## config.mk

```make
export PLATFORM = sky130hd
export DESIGN_NAME = serial_bank_ctrl
export DESIGN_NICKNAME = d
export VERILOG_FILES = /design/src/rtl/bank_ctrl_pkg.sv /design/src/rtl/shift_loader.sv /design/src/rtl/bank_reg_file.sv /design/src/rtl/code_bank_map.sv /design/src/rtl/tile_ram_map.sv /design/src/rtl/serial_bank_ctrl.sv
export SDC_FILE = /design/constraint.sdc
export NUM_CORES = 1
export LEC_CHECK = 0
export BUFFER_PORTS_ARGS = -buffer_cell sky130_fd_sc_hd__buf_2
export CAP_MARGIN = 15
export CORE_MARGIN = 5
export CORE_UTILIZATION = 59
export DETAILED_ROUTE_END_ITERATION = 16
export PLACE_DENSITY = 0.95
export SYNTH_ARGS = -nofsm -noshare
export SYNTH_HDL_FRONTEND = slang
export SYNTH_SLANG_ARGS = --single-unit
```

## constraint.sdc

```tcl
create_clock -name clk -period 6.4 [get_ports clk]
set_clock_uncertainty 0.15 [all_clocks]
set_input_delay 0.32 -clock clk [delete_from_list [all_inputs] [get_ports clk]]
set_output_delay 0.32 -clock clk [all_outputs]
set_load 0.01 [all_outputs]
```

## src/rtl/bank_ctrl_pkg.sv

```systemverilog
package bank_ctrl_pkg;

    // Loader states
    typedef enum logic [1:0] {
        SH_EMPTY = 2'd0,
        SH_FILL  = 2'd1,
        SH_LAST  = 2'd2
    } loader_state_e;

    // Register selection by address bits 14:13
    localparam int NUM_REGS  = 4;
    localparam int SEL_W     = 2;
    localparam int REG_MODE  = 0;
    localparam int REG_TILE0 = 1;
    localparam int REG_TILE1 = 2;
    localparam int REG_CODE  = 3;

    // Code window modes (mode register bits 3:2)
    localparam logic [1:0] CM_PAIR_A   = 2'd0;
    localparam logic [1:0] CM_PAIR_B   = 2'd1;
    localparam logic [1:0] CM_FIX_LOW  = 2'd2;
    localparam logic [1:0] CM_FIX_HIGH = 2'd3;

    // Mirroring codes
    localparam logic [1:0] MIR_SINGLE_A = 2'd0;
    localparam logic [1:0] MIR_SINGLE_B = 2'd1;
    localparam logic [1:0] MIR_VERT     = 2'd2;
    localparam logic [1:0] MIR_HORIZ    = 2'd3;

endpackage

```

## src/rtl/shift_loader.sv

```systemverilog
module shift_loader
    import bank_ctrl_pkg::*;
#(
    parameter int REG_W     = 5,
    parameter int CYC_W     = 16,
    parameter int GUARD_CYC = 2
) (
    input  logic                 clk,
    input  logic                 rst_n,
    input  logic                 wr_i,
    input  logic                 map_hit_i,
    input  logic [SEL_W-1:0]     sel_i,
    input  logic [7:0]           wdata_i,
    input  logic [CYC_W-1:0]     cycle_i,
    output logic                 commit_o,
    output logic [SEL_W-1:0]     commit_sel_o,
    output logic [REG_W-1:0]     commit_val_o,
    output logic                 esc_o
);

    localparam int ACC_W = REG_W - 1;
    localparam int CNT_W = $clog2(REG_W);
    localparam logic [CNT_W-1:0] LAST_IDX  = CNT_W'(REG_W - 2);
    localparam logic [CYC_W-1:0] GUARD_LIM = CYC_W'(GUARD_CYC);

    loader_state_e    state_q, state_d;
    logic [CNT_W-1:0] cnt_q, cnt_d;
    logic [ACC_W-1:0] acc_q, acc_d;

    // Guard window after an accepted abort write
    logic             guard_armed_q;
    logic [CYC_W-1:0] esc_cyc_q;
    logic [CYC_W-1:0] since_esc;
    logic             blocked;
    logic             take, esc_take, bit_take;

    logic unused_data_bits;
    assign unused_data_bits = ^wdata_i[6:1];

    assign since_esc = cycle_i - esc_cyc_q;
    assign blocked   = guard_armed_q && (since_esc < GUARD_LIM);
    assign take      = wr_i && map_hit_i && !blocked;
    assign esc_take  = take && wdata_i[7];
    assign bit_take  = take && !wdata_i[7];

    always_ff @(posedge clk or negedge rst_n) begin
        if (!rst_n) begin
            guard_armed_q <= 1'b0;
            esc_cyc_q     <= '0;
        end else if (esc_take) begin
            guard_armed_q <= 1'b1;
            esc_cyc_q     <= cycle_i;
        end else if (guard_armed_q && !blocked) begin
            guard_armed_q <= 1'b0;
        end
    end

    // State register
    always_ff @(posedge clk or negedge rst_n) begin
        if (!rst_n) begin
            state_q <= SH_EMPTY;
            cnt_q   <= '0;
            acc_q   <= '0;
        end else begin
            state_q <= state_d;
            cnt_q   <= cnt_d;
            acc_q   <= acc_d;
        end
    end

    // Next state: T_FIRST, T_MORE, T_ARM, T_STORE, T_ESCAPE
    always_comb begin
        state_d = state_q;
        cnt_d   = cnt_q;
        acc_d   = acc_q;
        if (esc_take) begin
            state_d = SH_EMPTY;
            cnt_d   = '0;
            acc_d   = '0;
        end else if (bit_take) begin
            unique case (state_q)
                SH_EMPTY, SH_FILL: begin
                    acc_d[cnt_q] = wdata_i[0];
                    cnt_d        = cnt_q + 1'b1;
                    state_d      = (cnt_q == LAST_IDX) ? SH_LAST : SH_FILL;
                end
                SH_LAST: begin
                    state_d = SH_EMPTY;
                    cnt_d   = '0;
                    acc_d   = '0;
                end
                default: begin
                    state_d = SH_EMPTY;
                    cnt_d   = '0;
                    acc_d   = '0;
                end
            endcase
        end
    end

    // Outputs
    always_comb begin
        commit_o     = bit_take && (state_q == SH_LAST);
        commit_sel_o = sel_i;
        commit_val_o = {wdata_i[0], acc_q};
        esc_o        = esc_take;
    end


    escape_clears_chk: assert property (@(posedge clk) disable iff (!rst_n)
        esc_take |=> (state_q == SH_EMPTY) && (cnt_q == '0));


    guard_hold_chk: assert property (@(posedge clk) disable iff (!rst_n)
        (wr_i && map_hit_i && blocked) |=> ($stable(state_q) && $stable(cnt_q) && $stable(acc_q)));


    commit_full_chk: assert property (@(posedge clk) disable iff (!rst_n)
        commit_o |-> (cnt_q == CNT_W'(REG_W - 1)));

endmodule

```

## src/rtl/bank_reg_file.sv

```systemverilog
module bank_reg_file
    import bank_ctrl_pkg::*;
#(
    parameter int REG_W = 5
) (
    input  logic              clk,
    input  logic              rst_n,
    input  logic              commit_i,
    input  logic [SEL_W-1:0]  commit_sel_i,
    input  logic [REG_W-1:0]  commit_val_i,
    input  logic              esc_i,
    output logic [REG_W-1:0]  mode_o,
    output logic [REG_W-1:0]  tile0_o,
    output logic [REG_W-1:0]  tile1_o,
    output logic [REG_W-1:0]  code_o
);

    logic [REG_W-1:0] regs_q [NUM_REGS];

    always_ff @(posedge clk or negedge rst_n) begin
        if (!rst_n) begin
            for (int i = 0; i < NUM_REGS; i++) begin
                regs_q[i] <= (i == REG_MODE) ? '1 : '0;
            end
        end else if (commit_i) begin
            regs_q[commit_sel_i] <= commit_val_i;
        end else if (esc_i) begin
            regs_q[REG_MODE][3:2] <= 2'b11;
        end
    end

    assign mode_o  = regs_q[REG_MODE];
    assign tile0_o = regs_q[REG_TILE0];
    assign tile1_o = regs_q[REG_TILE1];
    assign code_o  = regs_q[REG_CODE];


    escape_mode_chk: assert property (@(posedge clk) disable iff (!rst_n)
        (esc_i && !commit_i) |=> (mode_o[3:2] == 2'b11) && (mode_o[1:0] == $past(mode_o[1:0]))
                                  && (mode_o[4] == $past(mode_o[4])));


    store_chk: assert property (@(posedge clk) disable iff (!rst_n)
        commit_i |=> (regs_q[$past(commit_sel_i)] == $past(commit_val_i)));

endmodule

```

## src/rtl/code_bank_map.sv

```systemverilog
module code_bank_map
    import bank_ctrl_pkg::*;
#(
    parameter int REG_W = 5
) (
    input  logic [1:0]       mode_i,
    input  logic [REG_W-2:0] base_i,
    input  logic             outer_i,
    output logic [REG_W-1:0] lo_o,
    output logic [REG_W-1:0] hi_o
);

    localparam int BASE_W = REG_W - 1;

    always_comb begin
        unique case (mode_i)
            CM_PAIR_A, CM_PAIR_B: begin
                lo_o = {outer_i, base_i & ~BASE_W'(1)};
                hi_o = {outer_i, base_i |  BASE_W'(1)};
            end
            CM_FIX_LOW: begin
                lo_o = {outer_i, {BASE_W{1'b0}}};
                hi_o = {outer_i, base_i};
            end
            default: begin
                lo_o = {outer_i, base_i};
                hi_o = {outer_i, {BASE_W{1'b1}}};
            end
        endcase
    end

endmodule

```

## src/rtl/tile_ram_map.sv

```systemverilog
module tile_ram_map #(
    parameter int REG_W         = 5,
    parameter bit RAM_GATE_EN   = 1'b1,
    parameter bit RAM_TWO_PAGES = 1'b1
) (
    input  logic             split_i,
    input  logic [REG_W-1:0] tile0_i,
    input  logic [REG_W-1:0] tile1_i,
    input  logic             ram_off_i,
    output logic [REG_W-1:0] tile_lo_o,
    output logic [REG_W-1:0] tile_hi_o,
    output logic             sram_en_o,
    output logic             sram_page_o
);

    always_comb begin
        if (split_i) begin
            tile_lo_o = tile0_i;
            tile_hi_o = tile1_i;
        end else begin
            tile_lo_o = {tile0_i[REG_W-1:1], 1'b0};
            tile_hi_o = {tile0_i[REG_W-1:1], 1'b1};
        end
    end

    generate
        if (RAM_GATE_EN) begin : g_gate
            assign sram_en_o = !ram_off_i;
        end else begin : g_nogate
            logic unused_ram_off;
            assign unused_ram_off = ram_off_i;
            assign sram_en_o      = 1'b1;
        end

        if (RAM_TWO_PAGES) begin : g_two
            assign sram_page_o = split_i ? tile0_i[REG_W-1] : tile0_i[REG_W-2];
        end else begin : g_one
            assign sram_page_o = 1'b0;
        end
    endgenerate

endmodule

```

## src/rtl/serial_bank_ctrl.sv

```systemverilog
module serial_bank_ctrl
    import bank_ctrl_pkg::*;
#(
    parameter int REG_W         = 5,
    parameter int CYC_W         = 16,
    parameter int GUARD_CYC     = 2,
    parameter bit RAM_GATE_EN   = 1'b1,
    parameter bit RAM_TWO_PAGES = 1'b1
) (
    input  logic             clk,
    input  logic             rst_n,
    input  logic             cpu_we,
    input  logic [15:0]      cpu_addr,
    input  logic [7:0]       cpu_wdata,
    input  logic [CYC_W-1:0] cpu_cycle,
    output logic [REG_W-1:0] code_bank_lo,
    output logic [REG_W-1:0] code_bank_hi,
    output logic [REG_W-1:0] tile_bank_lo,
    output logic [REG_W-1:0] tile_bank_hi,
    output logic [1:0]       mirror_mode,
    output logic             sram_en,
    output logic             sram_page
);

    logic             commit;
    logic [SEL_W-1:0] commit_sel;
    logic [REG_W-1:0] commit_val;
    logic             esc;
    logic [REG_W-1:0] mode_q, tile0_q, tile1_q, code_q;

    logic unused_addr_bits;
    assign unused_addr_bits = ^cpu_addr[12:0];

    shift_loader #(
        .REG_W     (REG_W),
        .CYC_W     (CYC_W),
        .GUARD_CYC (GUARD_CYC)
    ) u_loader (
        .clk          (clk),
        .rst_n        (rst_n),
        .wr_i         (cpu_we),
        .map_hit_i    (cpu_addr[15]),
        .sel_i        (cpu_addr[14:13]),
        .wdata_i      (cpu_wdata),
        .cycle_i      (cpu_cycle),
        .commit_o     (commit),
        .commit_sel_o (commit_sel),
        .commit_val_o (commit_val),
        .esc_o        (esc)
    );

    bank_reg_file #(.REG_W(REG_W)) u_regs (
        .clk          (clk),
        .rst_n        (rst_n),
        .commit_i     (commit),
        .commit_sel_i (commit_sel),
        .commit_val_i (commit_val),
        .esc_i        (esc),
        .mode_o       (mode_q),
        .tile0_o      (tile0_q),
        .tile1_o      (tile1_q),
        .code_o       (code_q)
    );

    code_bank_map #(.REG_W(REG_W)) u_code (
        .mode_i  (mode_q[3:2]),
        .base_i  (code_q[REG_W-2:0]),
        .outer_i (tile0_q[REG_W-1]),
        .lo_o    (code_bank_lo),
        .hi_o    (code_bank_hi)
    );

    tile_ram_map #(
        .REG_W         (REG_W),
        .RAM_GATE_EN   (RAM_GATE_EN),
        .RAM_TWO_PAGES (RAM_TWO_PAGES)
    ) u_tile (
        .split_i     (mode_q[4]),
        .tile0_i     (tile0_q),
        .tile1_i     (tile1_q),
        .ram_off_i   (code_q[REG_W-1]),
        .tile_lo_o   (tile_bank_lo),
        .tile_hi_o   (tile_bank_hi),
        .sram_en_o   (sram_en),
        .sram_page_o (sram_page)
    );

    assign mirror_mode = mode_q[1:0];


    paired_windows_chk: assert property (@(posedge clk) disable iff (!rst_n)
        (mode_q[3] == 1'b0) |-> (code_bank_hi == code_bank_lo + 1'b1));


    fixed_top_chk: assert property (@(posedge clk) disable iff (!rst_n)
        (mode_q[3:2] == CM_FIX_HIGH) |-> (code_bank_hi[REG_W-2:0] == '1));


    outer_bit_chk: assert property (@(posedge clk) disable iff (!rst_n)
        (code_bank_lo[REG_W-1] == tile0_q[REG_W-1]) && (code_bank_hi[REG_W-1] == tile0_q[REG_W-1]));


    tile_pair_chk: assert property (@(posedge clk) disable iff (!rst_n)
        !mode_q[4] |-> (!tile_bank_lo[0] && (tile_bank_hi == (tile_bank_lo | 1'b1))));

endmodule

```

* Yosys cells after proc, flatten, opt, wreduce, memory -nomap -nowiden
Index checks and enable logic that the tools add are counted.
Storage, ports and cells: logic and storage cells 67, register bits after elaboration 46, input bits 43, output and inout bits 24
Cells by class: mux-type cells 25, eq/ne operators 5, reduce and logical (&&, ||, !) cells 19, bitwise gates (word level) 1, $add $sub $neg 2, order comparisons 5
Operators by type and width (number):
- $bwmux 20 | 1
- $lt 16x2->1 const B | 1
- $pmux 4 s2 | 2
- $sub 16x16->16 | 1
- $mux 2 | 6
- $mux 4 | 3
- $demux 5 s2 | 1
- $mux 5 | 2
- $logic_and 1x1->1 | 9
- $mux 3 | 3
- $reduce_bool 2->1 | 3
- $mux 1 | 5
- $bwmux 4 | 1
- $eq 2x1->1 const B | 2
- $eq 2x2->1 const B | 2
- $logic_not 2->1 | 2
- $reduce_or 2->1 | 2
- $add 3x1->3 const B | 1
- $eq 3x2->1 const B | 1
- $ge 3x1->1 const B | 1
- $ge 3x3->1 const B | 1
- $logic_not 1->1 | 3
- $lt 3x1->1 const B | 1
- $lt 3x3->1 const B | 1
- 2 further kinds | 2

* Longest topological paths before layout
depth after elaboration 8, gate-level depth with buffers 14, depth with buffers taken out 11

* Cells and area by module
Synthesis repeated with hierarchy kept, for this count alone.
Second synthesis, totals: cells, all modules 281, area, all modules 3022.9 um^2
By module, submodules not included:
- shift_loader | cells an instance 206, area each 2005.7 um^2, times used 1, sequential area each 650.6 um^2
- bank_reg_file | cells an instance 50, area each 797.0 um^2, times used 1, sequential area each 506.7 um^2
- tile_ram_map | cells an instance 13, area each 132.6 um^2, times used 1, sequential area each 0.0 um^2
- code_bank_map | cells an instance 12, area each 87.6 um^2, times used 1, sequential area each 0.0 um^2

* Worst setup path after synthesis
No wires, ideal clock.
path kind register -> register, start register u_loader.esc_cyc_q[0], end register u_loader.esc_cyc_q[0], setup slack 2.714 ns, arrival 3.411 ns, data required time 6.125 ns, cell stages (with the launch flop) 14, clock period less this slack 3.686 ns, library setup time 0.125 ns, path buffers 2, path through dfrtp_1 > nor2b_1 > fa_1 > nor2b_4 > o21bai_2 > a311oi_1 > mux2_2 > a311o_1 > or4_4 > o21ai_4 > or2_1 > buf_6 > buf_12 > mux2_4
On the way: word-level cells in the longest chain between the ends 6
RTL lines:
- from (decl) | RTL line shift_loader.sv:32 | logic [CYC_W-1:0] esc_cyc_q;
- from (signal assigned) | RTL line shift_loader.sv:52 | esc_cyc_q <= cycle_i;
- $sub 16x16->16 | RTL line shift_loader.sv:40 | assign since_esc = cycle_i - esc_cyc_q;
- $lt 16x2->1 | RTL line shift_loader.sv:41 | assign blocked = guard_armed_q && (since_esc < GUARD_LIM);
- $logic_and 1x1->1 | RTL line shift_loader.sv:41
- $logic_not 1->1 | RTL line shift_loader.sv:42 | assign take = wr_i && map_hit_i && !blocked;
- $logic_and 1x1->1 | RTL line shift_loader.sv:42
- $logic_and 1x1->1 | RTL line shift_loader.sv:43 | assign esc_take = take && wdata_i[7];
Every way passes these cells. A chain may end at the register's enable or synchronous reset.

* Worst setup path after layout
start register u_loader.esc_cyc_q[0], end register u_loader.esc_cyc_q[5]
Same word-level chain as after synthesis.

==> impl_metrics.csv <==
group,metric,value,unit
final_layout,fin_nets,410,
clock_network,htreeDepth,2,
power_and_ir_drop,cellPowerDensity,250,nW/µm²
sta,relSlewSlack,31.8,%
place,dp_slack,1610,ps
synthesis,synth-adder-area-share,8.18,%
sta,finalSetupTns,0,ps
global_routing,grt_pass1_vias,2383,
sta,setup-violations-final,0,
clock_network,clock-sinks,46,
clock_network,clkTransAtPathRegs,90,ps
detailed_routing,drc,0,
sta,min_period_over_period,74.7,%
worst_setup_path,start_kind,"register",
synthesis,syn_area_per_cell,10.1,µm²
synthesis,yosysSeqAreaShare,36.7,%
synthesis,yosysTopAreaCell,"dfrtp_1",
global_routing,grt_antenna_before_repair,0,
floorplan,ios,67,
synthesis,syn_inst,311,
detailed_routing,wl_per_cell,15.4,µm
run_status,status,"finished, final reports clean",
sta,post-route-min-period,4780,ps
synthesis,synth_top_cell_area_share,32.6,%
global_routing,grtUsageTotal,19.1,%
power_and_ir_drop,p_leak,1.72,nW
synthesis,synth-async-reset-ratio,100,%
synthesis,synth-edff-count,0,
synthesis,synth_top_family_by_area,"compound AO/OA/AOI/OAI gates",
detailed_routing,vias,2387,
power_and_ir_drop,internal-power,0.000544,W
synthesis,synth_warnings,0,
final_layout,drive_gt1_share,30.2,%
clock_network,cts.path.max_buffers,2,
clock_network,cts_root_buf,"clkbuf_8",
power_and_ir_drop,switching_share,36.3,%
synthesis,synth-simple-area-share,13.8,%
sta,setup_slack,1620,ps
final_layout,fin_util,66.4,%
power_and_ir_drop,p_clk_share,21.7,%
clock_network,cts_made_buffers,5,
final_layout,final_cell_area,3410,µm²
synthesis,synth_compound_area_share,15.8,%
detailed_routing,drt_iter0_drc,136,
floorplan,rows,26,
sta,finalMaxSlewViolations,0,
power_and_ir_drop,p_sw,0.000310,W
worst_setup_path,required,6450,ps
floorplan,die_h,83.1,µm
detailed_routing,drt_wl_total,6420,µm
synthesis,yosysUniqueCellTypes,62,
clock_network,cts_tree,"built",
place,port_buffers,47,
sta,clock.fmax,0.209,GHz
clock_network,postCtsHoldBufs,0,
place,place_area,3320,µm²
power_and_ir_drop,peakVddDrop,0.148,mV
synthesis,synth_fp_nets,374,
global_routing,grt_first_pass_wirelength,10900,µm
final_layout,antenna_cells,0,
worst_setup_path,crit_path_end_kind,"register",
worst_setup_path,critPathMaxFanout,22,
sta,hold_viol,0,
worst_setup_path,cp.arrival,4830,ps
synthesis,ys_ff_latch,46,
detailed_routing,routed_via_density,5.71,
floorplan,die_w,83.1,µm
synthesis,netlist_top_cells_count,"dfrtp_1 (41), inv_1 (33), mux2_2 (24), nand2_1 (24), ha_1 (19)",
place,dpl.hpwl,4960,µm
floorplan,dieArea,6900,µm²
power_and_ir_drop,seqPwrFrac,41.0,%
floorplan,core_area,5140,µm²
global_routing,grt_max_degree,47,
run,cap_violations,0,
detailed_routing,drt-pass1-iter-count,4,
sta,rsz0062_at_grt,"false",
power_and_ir_drop,comb_power_share,37.3,%
synthesis,synth_xor_area_share,1.39,%
final_layout,areaGrowthSynthToFinish,8.38,%
sta,worst_pin_slew,1020,ps
synthesis,synthMuxAreaShare,15.3,%
clock_network,clk_latency,300,ps
synthesis,synth.most_common_cell,"dfrtp_1",
hold_path,hp-class,"input pin to async pin",
synthesis,yosys-top-cells-area,"dfrtp_1 (33%), mux2_2 (8.6%), ha_1 (7.5%)",
synthesis,synth_top_flop_cell,"dfrtp_1",
worst_setup_path,critPathKind,"register to register",
clock_network,cts_resized,0,
final_layout,fillCellCount,417,
global_routing,grt.overflow.total,0,
synthesis,netlist_area,3150,µm²
detailed_routing,ant_nets,0,
place,globalplace.congestion,0.954,
clock_network,postCtsSetupBuffers,0,
floorplan,initial_core_util,61.3,%
logic make-up (layout without fill, tap and decap cells):
group           Yosys count  after routing
xor+xnor                  5              5
flops                    46             46
mux                      40             40
compound gates           72             72
fa+ha+maj                20             20
simple gates             77             77
buf+inv                  51             88
power groups by stage:
stage | Clock (W) | Sequential, W | Combinational (W)
global placement | 0 | 0.000352 | 0.000301
CTS | 0.000188 | 0.000350 | 0.000317
detailed placement | 0 | 0.000356 | 0.000314
global route | 0.000202 | 0.000356 | 0.000355
finish | 0.000185 | 0.000350 | 0.000319
floorplan | 0 | 0.000348 | 0.000250
critical path: stages (launching register included):
cell and delay (ps):
dfrtp_1 390, nor2b_1 160, fa_1 420, nor2b_4 170, o21bai_2 80, a311oi_1 450, mux2_2 390, a311o_1 260
or4_4 450, o21ai_4 530, or2_1 790, mux2_2 410
final timing paths:
check | startpoint | slack (ps) | cells past startpoint | endpoint
max in group asynchronous | rst_n | 5430 | 1 | u_loader.cnt_q[0]
max reg2reg | u_loader.esc_cyc_q[0] | 1620 | 11 | u_loader.esc_cyc_q[5]
min reg2reg | u_regs.tile1_o[0] | 340 | 1 | u_regs.tile1_o[0]
min in group clk | cpu_cycle[12] | 110 | 2 | u_loader.esc_cyc_q[12]
max | u_loader.esc_cyc_q[0] | 1620 | 11 | u_loader.esc_cyc_q[5]
min | rst_n | 40 | 1 | u_loader.esc_cyc_q[10]
cell type report:
cell class	instances	area, µm²	area share, %
Clock inverter	3	23.8	0.696
Inverter	33	124	3.63
Clock buffer	5	68.8	2.02
Sequential cell	46	1160	33.9
Tap cell	70	87.6	2.57
Multi-Input combinational cell	214	1720	50.3
Timing Repair Buffer	47	235	6.89
metal layers:
metal	track usage (%)	share of wire, %
met5	0	0
met4	7.28	1.8
met3	4.06	6.7
met2	32.2	50
met1	23.9	42
cell usage in the layout, fill, tap and decap left out, types with 4 or more instances in the layout:
master / count
and2_1: 5
o2111ai_1: 4
o21ai_0: 18
dfstp_2: 5
or3_1: 4
and3_1: 5
nand2b_1: 9
o22ai_1: 4
nand2_1: 24
inv_1: 33
mux2_1: 5
xnor2_1: 4
buf_2: 47
mux2_4: 9
a21oi_1: 10
ha_1: 19
nand3_1: 8
o21a_1: 4
clkbuf_8: 5
dfrtp_1: 41
mux2_2: 24
nor2_1: 8
sequential cells by signal, summed over array words and instances (netlist names):
register / flops
u_loader.esc_cyc_q: 16
u_regs.code_o: 5
u_regs.mode_o: 5
u_regs.tile0_o: 5
u_regs.tile1_o: 5
u_loader.acc_q: 4
u_loader.cnt_q: 3
u_loader.state_q: 2
u_loader.guard_armed_q: 1
stage by stage:
step | instances | hold WS (ps) | total power (W)
floorplan | 311 | -126 | 0.000598
global placement | 410 | 307 | 0.000654
detailed placement | 410 | 322 | 0.000670
CTS | 418 | 71.8 | 0.000855
global route | 418 | 107 | 0.000912
finish | 418 | 37.4 | 0.000854
Note: power is estimated with default switching activity, not from simulation.
